--- src/rtl/cfgm_pkg.sv ---
package cfgm_pkg;
    localparam int CFGM_BUS_W    = 16;
    localparam int CFGM_NARROW_W = 8;
    localparam int CFGM_CNT_W    = 32;

    typedef enum logic [2:0] {
        ST_IDLE,
        ST_PROG,
        ST_WRDY,
        ST_DATA,
        ST_START,
        ST_WLIVE
    } cfgm_state_e;

    typedef struct packed {
        cfgm_state_e              st;
        logic                     sclk;
        logic [CFGM_BUS_W-1:0]    bus;
        logic                     loaded;
        logic                     wide;
        logic [CFGM_CNT_W-1:0]    remain;
        logic [CFGM_CNT_W-1:0]    cnt;
        logic                     ok;
        logic                     err;
        logic                     tmo_rdy;
        logic                     tmo_live;
    } cfgm_regs_t;
endpackage

--- src/rtl/cfgm_tick.sv ---
module cfgm_tick #(
    parameter int HALF_DIV = 2
) (
    input  logic clk,
    input  logic rst_n,
    input  logic run,
    output logic tick
);
    localparam int HW = $clog2(HALF_DIV + 1);

    logic [HW-1:0] cnt_d, cnt_q;

    // One tick per half period of the configuration clock while running.
    always_comb begin
        tick  = run && (cnt_q == HW'(HALF_DIV - 1));
        cnt_d = (!run || tick) ? '0 : cnt_q + 1'b1;
    end

    always_ff @(posedge clk or negedge rst_n) begin
        if (!rst_n) cnt_q <= '0;
        else        cnt_q <= cnt_d;
    end
endmodule

--- src/rtl/cfgm_seq.sv ---
module cfgm_seq
    import cfgm_pkg::*;
#(
    parameter int PROG_CYCLES  = 64,
    parameter int RDY_TIMEOUT  = 100000,
    parameter int LIVE_TIMEOUT = 100000,
    parameter int STARTUP_CLKS = 16
) (
    input  logic                  clk,
    input  logic                  rst_n,
    input  logic                  go,
    input  logic                  wide16,
    input  logic [CFGM_CNT_W-1:0] nwords,
    input  logic [CFGM_BUS_W-1:0] bs_data,
    input  logic                  bs_valid,
    output logic                  bs_ready,
    input  logic                  tick,
    output logic                  run,
    output logic                  slv_clk,
    output logic [CFGM_BUS_W-1:0] slv_data,
    output logic                  slv_reset_n,
    output logic                  slv_sel_n,
    output logic                  slv_wr_n,
    input  logic                  slv_ready,
    input  logic                  slv_live,
    output logic                  busy,
    output logic                  cfg_ok,
    output logic                  cfg_err,
    output logic                  tmo_ready,
    output logic                  tmo_live
);
    localparam int CW = CFGM_CNT_W;
    localparam int UPPER_W = CFGM_BUS_W - CFGM_NARROW_W;

    cfgm_regs_t d, q;
    logic       selected;

    always_comb begin
        d = q;
        case (q.st)
            ST_IDLE: begin
                if (go) begin
                    d.st       = ST_PROG;
                    d.cnt      = '0;
                    d.wide     = wide16;
                    d.remain   = nwords;
                    d.sclk     = 1'b0;
                    d.loaded   = 1'b0;
                    d.ok       = 1'b0;
                    d.err      = 1'b0;
                    d.tmo_rdy  = 1'b0;
                    d.tmo_live = 1'b0;
                end
            end
            ST_PROG: begin
                if (q.cnt == CW'(PROG_CYCLES - 1)) begin
                    d.st  = ST_WRDY;
                    d.cnt = '0;
                end else begin
                    d.cnt = q.cnt + 1'b1;
                end
            end
            ST_WRDY: begin
                if (slv_ready) begin
                    d.cnt = '0;
                    d.st  = (q.remain == '0) ? ST_START : ST_DATA;
                end else if (q.cnt == CW'(RDY_TIMEOUT - 1)) begin
                    d.tmo_rdy = 1'b1;
                    d.st      = ST_IDLE;
                end else begin
                    d.cnt = q.cnt + 1'b1;
                end
            end
            ST_DATA: begin
                if (!slv_ready) begin
                    d.err    = 1'b1;
                    d.st     = ST_IDLE;
                    d.sclk   = 1'b0;
                    d.loaded = 1'b0;
                end else if (!q.loaded) begin
                    if (bs_valid) begin
                        d.bus    = q.wide ? bs_data
                                          : {{UPPER_W{1'b0}}, bs_data[CFGM_NARROW_W-1:0]};
                        d.loaded = 1'b1;
                    end
                end else if (tick) begin
                    if (!q.sclk) begin
                        d.sclk = 1'b1;
                    end else begin
                        d.sclk   = 1'b0;
                        d.loaded = 1'b0;
                        d.remain = q.remain - 1'b1;
                        if (q.remain == CW'(1)) begin
                            d.st  = ST_START;
                            d.cnt = '0;
                        end
                    end
                end
            end
            ST_START: begin
                if (tick) begin
                    d.sclk = !q.sclk;
                    if (q.sclk) begin
                        if (q.cnt == CW'(STARTUP_CLKS - 1)) begin
                            d.st  = ST_WLIVE;
                            d.cnt = '0;
                        end else begin
                            d.cnt = q.cnt + 1'b1;
                        end
                    end
                end
            end
            ST_WLIVE: begin
                if (slv_live) begin
                    d.ok   = 1'b1;
                    d.st   = ST_IDLE;
                    d.sclk = 1'b0;
                end else if (q.cnt == CW'(LIVE_TIMEOUT - 1)) begin
                    d.tmo_live = 1'b1;
                    d.st       = ST_IDLE;
                    d.sclk     = 1'b0;
                end else begin
                    d.cnt = q.cnt + 1'b1;
                    if (tick) d.sclk = !q.sclk;
                end
            end
            default: d.st = ST_IDLE;
        endcase
    end

    always_ff @(posedge clk or negedge rst_n) begin
        if (!rst_n) begin
            q    <= '0;
            q.st <= ST_IDLE;
        end else begin
            q <= d;
        end
    end

    always_comb begin
        selected    = (q.st == ST_WRDY) || (q.st == ST_DATA) ||
                      (q.st == ST_START) || (q.st == ST_WLIVE);
        run         = ((q.st == ST_DATA) && q.loaded) ||
                      (q.st == ST_START) || (q.st == ST_WLIVE);
        bs_ready    = (q.st == ST_DATA) && !q.loaded;
        slv_clk     = q.sclk;
        slv_data    = q.bus;
        slv_reset_n = (q.st != ST_PROG);
        slv_sel_n   = !selected;
        slv_wr_n    = !selected;
        busy        = (q.st != ST_IDLE);
        cfg_ok      = q.ok;
        cfg_err     = q.err;
        tmo_ready   = q.tmo_rdy;
        tmo_live    = q.tmo_live;
    end
endmodule

--- src/rtl/cfg_master.sv ---
module cfg_master #(
    parameter int HALF_DIV     = 2,
    parameter int PROG_CYCLES  = 64,
    parameter int RDY_TIMEOUT  = 100000,
    parameter int LIVE_TIMEOUT = 100000,
    parameter int STARTUP_CLKS = 16
) (
    input  logic        clk,
    input  logic        rst_n,
    input  logic        go,
    input  logic        wide16,
    input  logic [31:0] nwords,
    input  logic [15:0] bs_data,
    input  logic        bs_valid,
    output logic        bs_ready,
    output logic        slv_clk,
    output logic [15:0] slv_data,
    output logic        slv_reset_n,
    output logic        slv_sel_n,
    output logic        slv_wr_n,
    input  logic        slv_ready,
    input  logic        slv_live,
    output logic        busy,
    output logic        cfg_ok,
    output logic        cfg_err,
    output logic        tmo_ready,
    output logic        tmo_live
);
    logic run;
    logic tick;

    cfgm_tick #(.HALF_DIV(HALF_DIV)) i_tick (
        .clk   (clk),
        .rst_n (rst_n),
        .run   (run),
        .tick  (tick)
    );

    cfgm_seq #(
        .PROG_CYCLES  (PROG_CYCLES),
        .RDY_TIMEOUT  (RDY_TIMEOUT),
        .LIVE_TIMEOUT (LIVE_TIMEOUT),
        .STARTUP_CLKS (STARTUP_CLKS)
    ) i_seq (
        .clk         (clk),
        .rst_n       (rst_n),
        .go          (go),
        .wide16      (wide16),
        .nwords      (nwords),
        .bs_data     (bs_data),
        .bs_valid    (bs_valid),
        .bs_ready    (bs_ready),
        .tick        (tick),
        .run         (run),
        .slv_clk     (slv_clk),
        .slv_data    (slv_data),
        .slv_reset_n (slv_reset_n),
        .slv_sel_n   (slv_sel_n),
        .slv_wr_n    (slv_wr_n),
        .slv_ready   (slv_ready),
        .slv_live    (slv_live),
        .busy        (busy),
        .cfg_ok      (cfg_ok),
        .cfg_err     (cfg_err),
        .tmo_ready   (tmo_ready),
        .tmo_live    (tmo_live)
    );
endmodule

--- config.mk ---
export PLATFORM = sky130hd
export DESIGN_NAME = cfg_master
export DESIGN_NICKNAME = d
export VERILOG_FILES = /design/src/rtl/cfgm_pkg.sv /design/src/rtl/cfgm_tick.sv /design/src/rtl/cfgm_seq.sv /design/src/rtl/cfg_master.sv
export SDC_FILE = /design/constraint.sdc
export NUM_CORES = 1
export LEC_CHECK = 0
export BUFFER_PORTS_ARGS = -buffer_cell sky130_fd_sc_hd__buf_2
export CORE_MARGIN = 3
export CORE_UTILIZATION = 32
export CTS_CLUSTER_SIZE = 10
export DETAILED_ROUTE_END_ITERATION = 10
export SYNTH_ARGS = -nofsm -noshare
export SYNTH_HDL_FRONTEND = slang
export SYNTH_SLANG_ARGS = --single-unit
--- constraint.sdc ---
create_clock -name clk -period 2.8 [get_ports clk]
set_clock_uncertainty 0.1 [all_clocks]
set_input_delay 0.28 -clock clk [delete_from_list [all_inputs] [get_ports clk]]
set_output_delay 0.28 -clock clk [all_outputs]
set_load 0.01 [all_outputs]
==> impl_metrics.tcl, run 1 <==
set metrics [dict create \
    rows 47 \
    synthesis.nets 725 \
    path_cells "or4_4 -> nor4_4 -> a41oi_2 -> or2_2 -> or4_1 -> o21ai_1" \
    slowest_stage "or4_4" \
    die_w_um 137.8 \
    fin_crit_ns 2.724 \
    worstPathArrival_ns 2.89 \
    cts.sinks 92 \
    synthTopCellsByArea "dfrtp_1, o21ai_0, nand2_1, a21oi_1, nor2_1" \
    grt_overflow 0 \
    slew_headroom_pct 39.34 \
    cts_resized 0 \
    io_pins 81 \
    track_usage_pct 17.02 \
    synth_cells 666 \
    dieArea_mm2 0.01900 \
    avgSynthCellArea_um2 8.351 \
    synth_area_mm2 0.005562 \
    firstDrtPassIters 6 \
    pwr-share-clk_pct 44.1 \
    worst_pin_slew_ns 0.9099 \
    initial_core_util_pct 33.07 \
    cp_top_family "simple AND/OR/NAND/NOR gates" \
    p_sw_uw 580.6 \
    grt_antenna_before_repair 0 \
    start_kind "flop" \
    synthTopCellsByCount "dfrtp_1, o21ai_0, nand2_1" \
    path_class "reg2reg" \
    internal-power_uw 1995 \
    hold_violations 68 \
    final_cell_area_mm2 0.006606 \
    clk_pin_slew_worst_paths_ns 0.07 \
    grt_pass1_vias 5031 \
    status "complete, but fails checks" \
    antenna_cells 0 \
    hold_ws_ns -0.03436 \
    grt_pass1_wl_mm 25.85 \
    drc 0 \
    clk_path_buf_depth 2 \
    fin_setup_tns_ns 0 \
    cts_hold_buffers 0 \
    worst_path_largest_cell_delay_ns 0.57 \
    drtAntennaViolNets 0 \
    synth-edff-count 0 \
    cap_viol_max_count 0 \
    p_seq_share_pct 51.7 \
    synth.distinct_cells 61 \
    async_reset_ff_share_pct 100.0 \
    place_congestion 0.9060 \
    wl_per_cell_um 16.37 \
    combPwrFrac_pct 4.2 \
    dp_hpwl_mm 11.25 \
    crit_fanout 13 \
    wirelength_mm 15.88 \
    vias 5309 \
    layout_worst_path_cycle_share_pct 97.28 \
    ys_seq_area_share_pct 41.39 \
    fin_nets 805 \
    layout-drive-gt1-share_pct 21.73 \
    violations "hold timing" \
    setup_violations 0 \
    vias_per_cell 5.473 \
    irDropWorstVdd_mv 0.2388 \
    place_area_mm2 0.006320 \
    grt_max_degree 72 \
    drtIter0Drc 484 \
    worst_setup_path_end_kind "flop" \
    synth_most_common_cell "dfrtp_1" \
    tritoncts "yes" \
    portBuffers 80 \
    hold_class "in2async" \
    fp.dieH_um 137.8 \
    cts_made_buffers 9 \
    htree_num_levels 3 \
    postCtsSetupRepairBufs 0 \
    p_sw_share_pct 22.54 \
    yosys.area.top_type "dfrtp_1" \
    synth_seq_cells 92 \
    grt_setup_unrepaired "no" \
    syn_to_final_growth_pct 18.79 \
    required_ns 2.97 \
    pwr_density_cell_mw_per_mm2 389.9 \
    clock_latency_ns 0.35 \
    root_buffer "clkbuf_16" \
    yosysTopAreaCellShare_pct 41.39 \
    synthFlopType "dfrtp_1" \
    yosysWarningCount 0 \
    power_leakage_uw 0.003041 \
    crit_buf_inv 0 \
    slew_viol_final 0 \
    coreArea_mm2 0.01682 \
    clock.fmax_mhz 367.1 \
]
[placed cells by master (no fill, tap or decap), drive strengths merged, types with 7 or more instances in the layout]
cell type    n
o22ai        9
nor4        16
clkbuf      11
and2         8
a22oi       11
a31oi        9
a32oi        9
nand4       14
nor3        22
buf        125
o21ai       86
nor3b        7
mux2         9
a21oi       44
o31ai       11
nand3       21
inv         27
dfrtp       92
and4         9
a21o         7
or4          8
nand2       69
nor2        57
[flip-flops by register name, summed over array words and instances, names as in the netlist]
| register | cells |
|---|---|
| i_seq.q | 69 |
| i_seq.slv_data | 16 |
| i_tick.cnt_q | 2 |
| i_seq.cfg_err | 1 |
| i_seq.cfg_ok | 1 |
| i_seq.slv_clk | 1 |
| i_seq.tmo_live | 1 |
| i_seq.tmo_ready | 1 |
[cell families after synthesis]
family          count (synthesis)  share of synthesized area [%]
fa+ha+maj                       4                         0.8999
buf+inv                        83                          6.996
simple gates                  252                          23.44
flops                          92                          41.39
mux                            11                          2.182
compound gates                224                          25.08
[path summary, 6_finish.rpt]
path	from	endpoint	slack, ns	depth (start not counted)
min in group clk	bs_data[1]	i_seq.slv_data[1]	0.06	2
setup reg to reg	i_seq.q[57]	i_seq.q[27]	0.08	6
hold / removal	rst_n	i_seq.q[47]	-0.03	1
hold reg to reg	i_tick.cnt_q[0]	i_tick.cnt_q[0]	0.33	1
setup / recovery	i_seq.q[57]	i_seq.q[27]	0.08	6
max in group asynchronous	rst_n	i_seq.q[4]	1.89	2
[power by group through the flow]
stage          clock (uW)  combinational (uW)  sequential, uW
4_1_cts              1170                 112            1330
6_report             1140                 109            1330
3_5_place_dp            0                 111            1360
2_1_floorplan           0                26.8            1360
5_1_grt              1230                 123            1330
3_3_place_gp            0                 111            1360
[layer usage]
layer  track usage, %  wire [um]  vias to the layer above  part of all wire, %
met5                0          0                        -                    0
met4            5.873        278                        0                  1.8
met3            2.703        921                       21                  5.8
met2            25.60       6983                      181                   44
met1            24.77       7697                     2492                   48
li1                 -          -                     2615                    -
[per-stage QoR]
stage          utilization [%]  worst slack [ns]  power (uW)  instances  hold slack, ns
6_report                 39.28           0.07608        2576        970        -0.03436
5_1_grt                  39.28          0.003494        2679        970         0.04510
4_1_cts                  39.18           0.04691        2611        970        0.002948
3_5_place_dp             37.58           0.05831        1468        955          0.3286
3_3_place_gp             37.58            0.1188        1468        955          0.3255
2_1_floorplan                -            0.2973        1384        666         -0.1156
[cell type report]
cell class                      count  area (um2)
Clock buffer                       11       242.7
Clock inverter                      4       26.28
Fill cell                        1741       10210
Inverter                           27       101.3
Multi-Input combinational cell    491        2893
Sequential cell                    92        2302
Tap cell                          220       275.3
Timing Repair Buffer              125       765.7
(Power assumes the default switching activity.)
==> inputs of run 2 (changes only) <==
--- a/config.mk
+++ b/config.mk
@@ -8,8 +8,10 @@
 export BUFFER_PORTS_ARGS = -buffer_cell sky130_fd_sc_hd__buf_2
 export CORE_MARGIN = 3
 export CORE_UTILIZATION = 32
+export CTS_CLUSTER_DIAMETER = 80
 export CTS_CLUSTER_SIZE = 10
 export DETAILED_ROUTE_END_ITERATION = 10
+export REMOVE_ABC_BUFFERS = 1
 export SYNTH_ARGS = -nofsm -noshare
 export SYNTH_HDL_FRONTEND = slang
 export SYNTH_SLANG_ARGS = --single-unit
==> run 2 against run 1 <==
Effect of this change:
- the run now ends clean
- hold slack improved by 0.094 ns
- highest routed layer unchanged
- largest power group is now the clock network
- critical path type unchanged
- maximum frequency rose by 1.8%
- count of clock-buffer cells in the layout fell by 1
==> impl_metrics.tcl, run 2 (synthesis results as in run 1) <==
set metrics [dict create \
    fin_setup_tns_ns 0 \
    hold_violations 0 \
    tritoncts "yes" \
    initial_core_util_pct 33.07 \
    firstDrtPassIters 4 \
    root_buffer "clkbuf_16" \
    slowest_stage "or4_1" \
    clock.fmax_mhz 373.6 \
    wl_per_cell_um 15.86 \
    setup_violations 0 \
    irDropWorstVdd_mv 0.2724 \
    vias 5330 \
    layout_commonest_cell "dfrtp_1" \
    grt_setup_unrepaired "no" \
    antenna_cells 0 \
    dieArea_mm2 0.01900 \
    coreArea_mm2 0.01682 \
    drc 0 \
    fp.dieH_um 137.8 \
    status "completed" \
    worst_pin_slew_ns 0.5581 \
    syn_to_final_growth_pct 20.20 \
    clk_path_buf_depth 2 \
    fin_nets 808 \
    drtIter0Drc 348 \
    grt_overflow 0 \
    crit_fanout 16 \
    clock_latency_ns 0.35 \
    place_area_mm2 0.006315 \
    track_usage_pct 16.43 \
    path_class "reg2reg" \
    dp_hpwl_mm 10.86 \
    top_layer "met4" \
    cts.sinks 92 \
    required_ns 2.98 \
    clk_pin_slew_worst_paths_ns 0.07 \
    hold_ws_ns 0.06007 \
    layout_worst_path_cycle_share_pct 95.59 \
    wl_met3_um 825 \
    drtAntennaViolNets 0 \
    grt_pass1_vias 4889 \
    power_uw 2814 \
    power_leakage_uw 0.003087 \
    grt_max_degree 93 \
    pwr_density_cell_mw_per_mm2 421.0 \
    place_congestion 0.8807 \
    n_fill_cell 1723 \
    htree_num_levels 3 \
    layout_common_cells "dfrtp_1, o21ai_0, buf_2, nand2_1, nor2_1" \
    io_pins 81 \
    hold_class "in2reg" \
    largest_reg_flops 69 \
    wl_met1_mm 7.501 \
    slew_headroom_pct 61.83 \
    wirelength_mm 15.45 \
    fin_crit_ns 2.677 \
    reg2reg_slack_ns 0.12 \
    grt_antenna_before_repair 0 \
    worst_setup_path_end_kind "flop" \
    rows 47 \
    die_w_um 137.8 \
    grt_pass1_wl_mm 25.25 \
    worstPathArrival_ns 2.86 \
    wl_met2_mm 6.916 \
    final_util_pct 39.75 \
    largest_register "i_seq.q" \
    slew_viol_final 0 \
    portBuffers 80 \
    path_cells "inv_1 -> ha_1 -> nand4_1 -> a21o_1 -> a221o_1 -> or2_4 -> buf_4 -> or4_1 -> o21ai_1" \
    worst_path_largest_cell_delay_ns 0.51 \
    vias_per_cell 5.472 \
    cts_made_buffers 9 \
    start_kind "flop" \
    cap_viol_max_count 0 \
    final_cell_area_mm2 0.006685 \
    layout-drive-gt1-share_pct 22.28 \
]
[run 2: critical path, delay by kind of cell, from the launching register on]
family | cells | cell delay (ns)
buf+inv | 2 | 0.25
compound gates | 3 | 0.66
flops | 1 | 0.36
simple gates | 3 | 1.01
fa+ha+maj | 1 | 0.24
[run 2: layout make-up]
type,count,area (um2),area share (%)
Multi-Input combinational cell,491,2895,43.31
Timing Repair Buffer,128,778.2,11.64
Tap cell,220,275.3,4.118
Sequential cell,92,2302,34.44
Inverter,27,101.3,1.516
Clock buffer,10,239.0,3.575
Clock inverter,6,93.84,1.404
[run 2: path summary, 6_finish.rpt]
check	start	cells after the start	endpoint
setup reg to reg	i_tick.cnt_q[1]	9	i_seq.q[21]
min in group asynchronous	rst_n	3	i_seq.q[47]
hold reg to reg	i_tick.cnt_q[0]	1	i_tick.cnt_q[0]
setup / recovery	i_tick.cnt_q[1]	9	i_seq.q[21]
max in group asynchronous	rst_n	3	i_seq.q[4]
hold / removal	wide16	2	i_seq.q[68]
[run 2: metal layers]
layer  global-route usage (%)  vias to the layer above
met5                        0                        -
met4                    4.665                        0
met3                    2.849                       15
met2                    25.35                      153
met1                    23.63                     2546
li1                         -                     2616
[run 2: report_power, final]
part           internal [uW]  switching (uW)
combinational           47.4            64.0
sequential              1330           0.885
clock                    817             556
total                   2190             621
[run 2: per-stage QoR]
step,cells,worst slack (ns)
floorplan,610,-0.3737
global placement,956,0.1082
detailed placement,956,0.06747
CTS,973,0.04928
global route,974,0.01627
finish,974,0.1234
[run 2: what timing repair did]
item                                    in CTS  in global routing
hold endpoints to repair                    92                  0
setup buffers                                0                  1
resized for setup                            0                  5
endpoints found under the setup margin       0                 22
hold buffers                                 1                  0
==> inputs of run 3 (changes only) <==
==> constraint.sdc (replaced) <==
create_clock -name clk -period 3.5 [get_ports clk]
set_clock_uncertainty 0.1 [all_clocks]
set_input_delay 0.35 -clock clk [delete_from_list [all_inputs] [get_ports clk]]
set_output_delay 0.35 -clock clk [all_outputs]
set_load 0.01 [all_outputs]
==> run 3 against run 2 <==
Effect of this change:
- setup slack improved by 0.41 ns
- via count fell by 1.9%
- non-clock buffer count shrank 29
- critical path depth is 2 lower
- hold slack better by 0.061 ns
- clock power decreased by 23%
- die area is the same
- global-route usage shrank 0.11 points
- power decreased by 22%
- first-iteration DRC count rose by 2.6%
- combinational power fell by 21%
- largest power group is now sequential cells
==> impl_metrics.tcl, run 3 (synthesis results as in run 1) <==
set metrics [dict create \
    path_cells "nor4_4 -> and4_1 -> a41oi_2 -> or2_1 -> buf_4 -> or4_1 -> o21ai_1" \
    cts.sinks 92 \
    fp.dieH_um 137.8 \
    place_area_mm2 0.006105 \
    root_buffer "clkbuf_16" \
    cap_viol_max_count 0 \
    place_congestion 0.8904 \
    required_ns 3.68 \
    met1_usage_pct 23.24 \
    drtIter0Drc 357 \
    clk_pin_slew_worst_paths_ns 0.08 \
    fin_crit_ns 2.965 \
    power_leakage_uw 0.002917 \
    largest_register "i_seq.q" \
    htree_num_levels 3 \
    fin_setup_tns_ns 0 \
    grt_pass1_vias 4814 \
    slew_viol_final 0 \
    grt_overflow 0 \
    grt_max_degree 49 \
    crit_fanout 23 \
    vias_per_cell 5.535 \
    setup_violations 0 \
    syn_to_final_growth_pct 15.61 \
    cts_made_buffers 9 \
    crit_buf_inv 1 \
    drtAntennaViolNets 0 \
    status "completed" \
    clock_latency_ns 0.35 \
    clock.fmax_mhz 337.3 \
    tritoncts "yes" \
    worstPathArrival_ns 3.15 \
    pwr_density_cell_mw_per_mm2 343.3 \
    die_w_um 137.8 \
    met2_usage_pct 25.57 \
    layout_commonest_cell "dfrtp_1" \
    dp_hpwl_mm 10.85 \
    final_cell_area_mm2 0.006430 \
    wl_per_cell_um 16.35 \
    layout_common_cells "dfrtp_1, o21ai_0, buf_2, nand2_1, nor2_1" \
    slew_headroom_pct 45.20 \
    path_class "reg2reg" \
    rows 47 \
    firstDrtPassIters 4 \
    grt_antenna_before_repair 0 \
    layout-drive-gt1-share_pct 18.48 \
    worst_pin_slew_ns 0.8106 \
    dieArea_mm2 0.01900 \
    hold_violations 0 \
    drc 0 \
    cts_hold_buffers 1 \
    fin_nets 779 \
    initial_core_util_pct 33.07 \
    slowest_stage "or4_1" \
    cts_resized 0 \
    hold_class "in2reg" \
    antenna_cells 0 \
    track_usage_pct 16.33 \
    grt_util_met3_pct 2.484 \
    io_pins 81 \
    largest_reg_flops 69 \
    clk_path_buf_depth 2 \
    grt_setup_unrepaired "no" \
    irDropWorstVdd_mv 0.2103 \
    worst_setup_path_end_kind "flop" \
    coreArea_mm2 0.01682 \
    portBuffers 80 \
    vias 5231 \
    wirelength_mm 15.45 \
    top_usage_layer "met2" \
    cp_top_family "simple AND/OR/NAND/NOR gates" \
    grt_pass1_wl_mm 24.95 \
    postCtsSetupRepairBufs 0 \
    layout_worst_path_cycle_share_pct 84.71 \
    start_kind "flop" \
    worst_path_largest_cell_delay_ns 0.51 \
]
run 3: worst paths after layout:
kind / to / startpoint / depth (start not counted) / slack, ns
setup / recovery: i_seq.q[27] / i_seq.q[40] / 7 / 0.54
hold / removal: i_seq.slv_data[4] / bs_data[4] / 2 / 0.12
setup reg to reg: i_seq.q[27] / i_seq.q[40] / 7 / 0.54
hold reg to reg: i_tick.cnt_q[0] / i_tick.cnt_q[0] / 1 / 0.35
max in group asynchronous: i_seq.slv_data[8] / rst_n / 3 / 2.17
min in group asynchronous: i_seq.q[45] / rst_n / 2 / 0.46
run 3: cell type report:
type                            instances  area [um2]
Inverter                               27       101.3
Multi-Input combinational cell        491        2875
Clock inverter                          7       90.09
Tap cell                              220       275.3
Sequential cell                        92        2302
Clock buffer                            9       225.2
Timing Repair Buffer                   99       560.5
Fill cell                            1773       10390
run 3: stage by stage:
step	instances	utilization, %	hold slack (ns)	setup slack (ns)	total power [uW]
floorplan	610	-	-0.04559	0.3263	1104
global placement	928	36.30	0.3229	0.6043	1174
detailed placement	928	36.30	0.3200	0.5609	1173
CTS	945	38.23	0.1101	0.5379	2239
global route	945	38.23	0.1136	0.3250	2287
finish	945	38.23	0.1207	0.5351	2208
run 3: report_power, final:
| group | internal, uW | switching, uW | total [uW] |
|---|---|---|---|
| Sequential | 1060 | 1.23 | 1060 |
| Clock | 575 | 481 | 1060 |
| Combinational | 37.0 | 50.4 | 87.4 |
run 3: worst reg2reg max path: stages, from the launching register on:
cell and delay, ns:
dfrtp_1 0.45, nor4_4 0.45, and4_1 0.44, a41oi_2 0.22, or2_1 0.39, buf_4 0.26
or4_1 0.52, o21ai_1 0.09
run 3: routing by layer:
| layer | routed length [um] | up-vias |
|---|---|---|
| met2 | 7025 | 132 |
| li1 | - | 2555 |
| met4 | 189 | 0 |
| met3 | 834 | 14 |
| met5 | 0 | - |
| met1 | 7399 | 2530 |
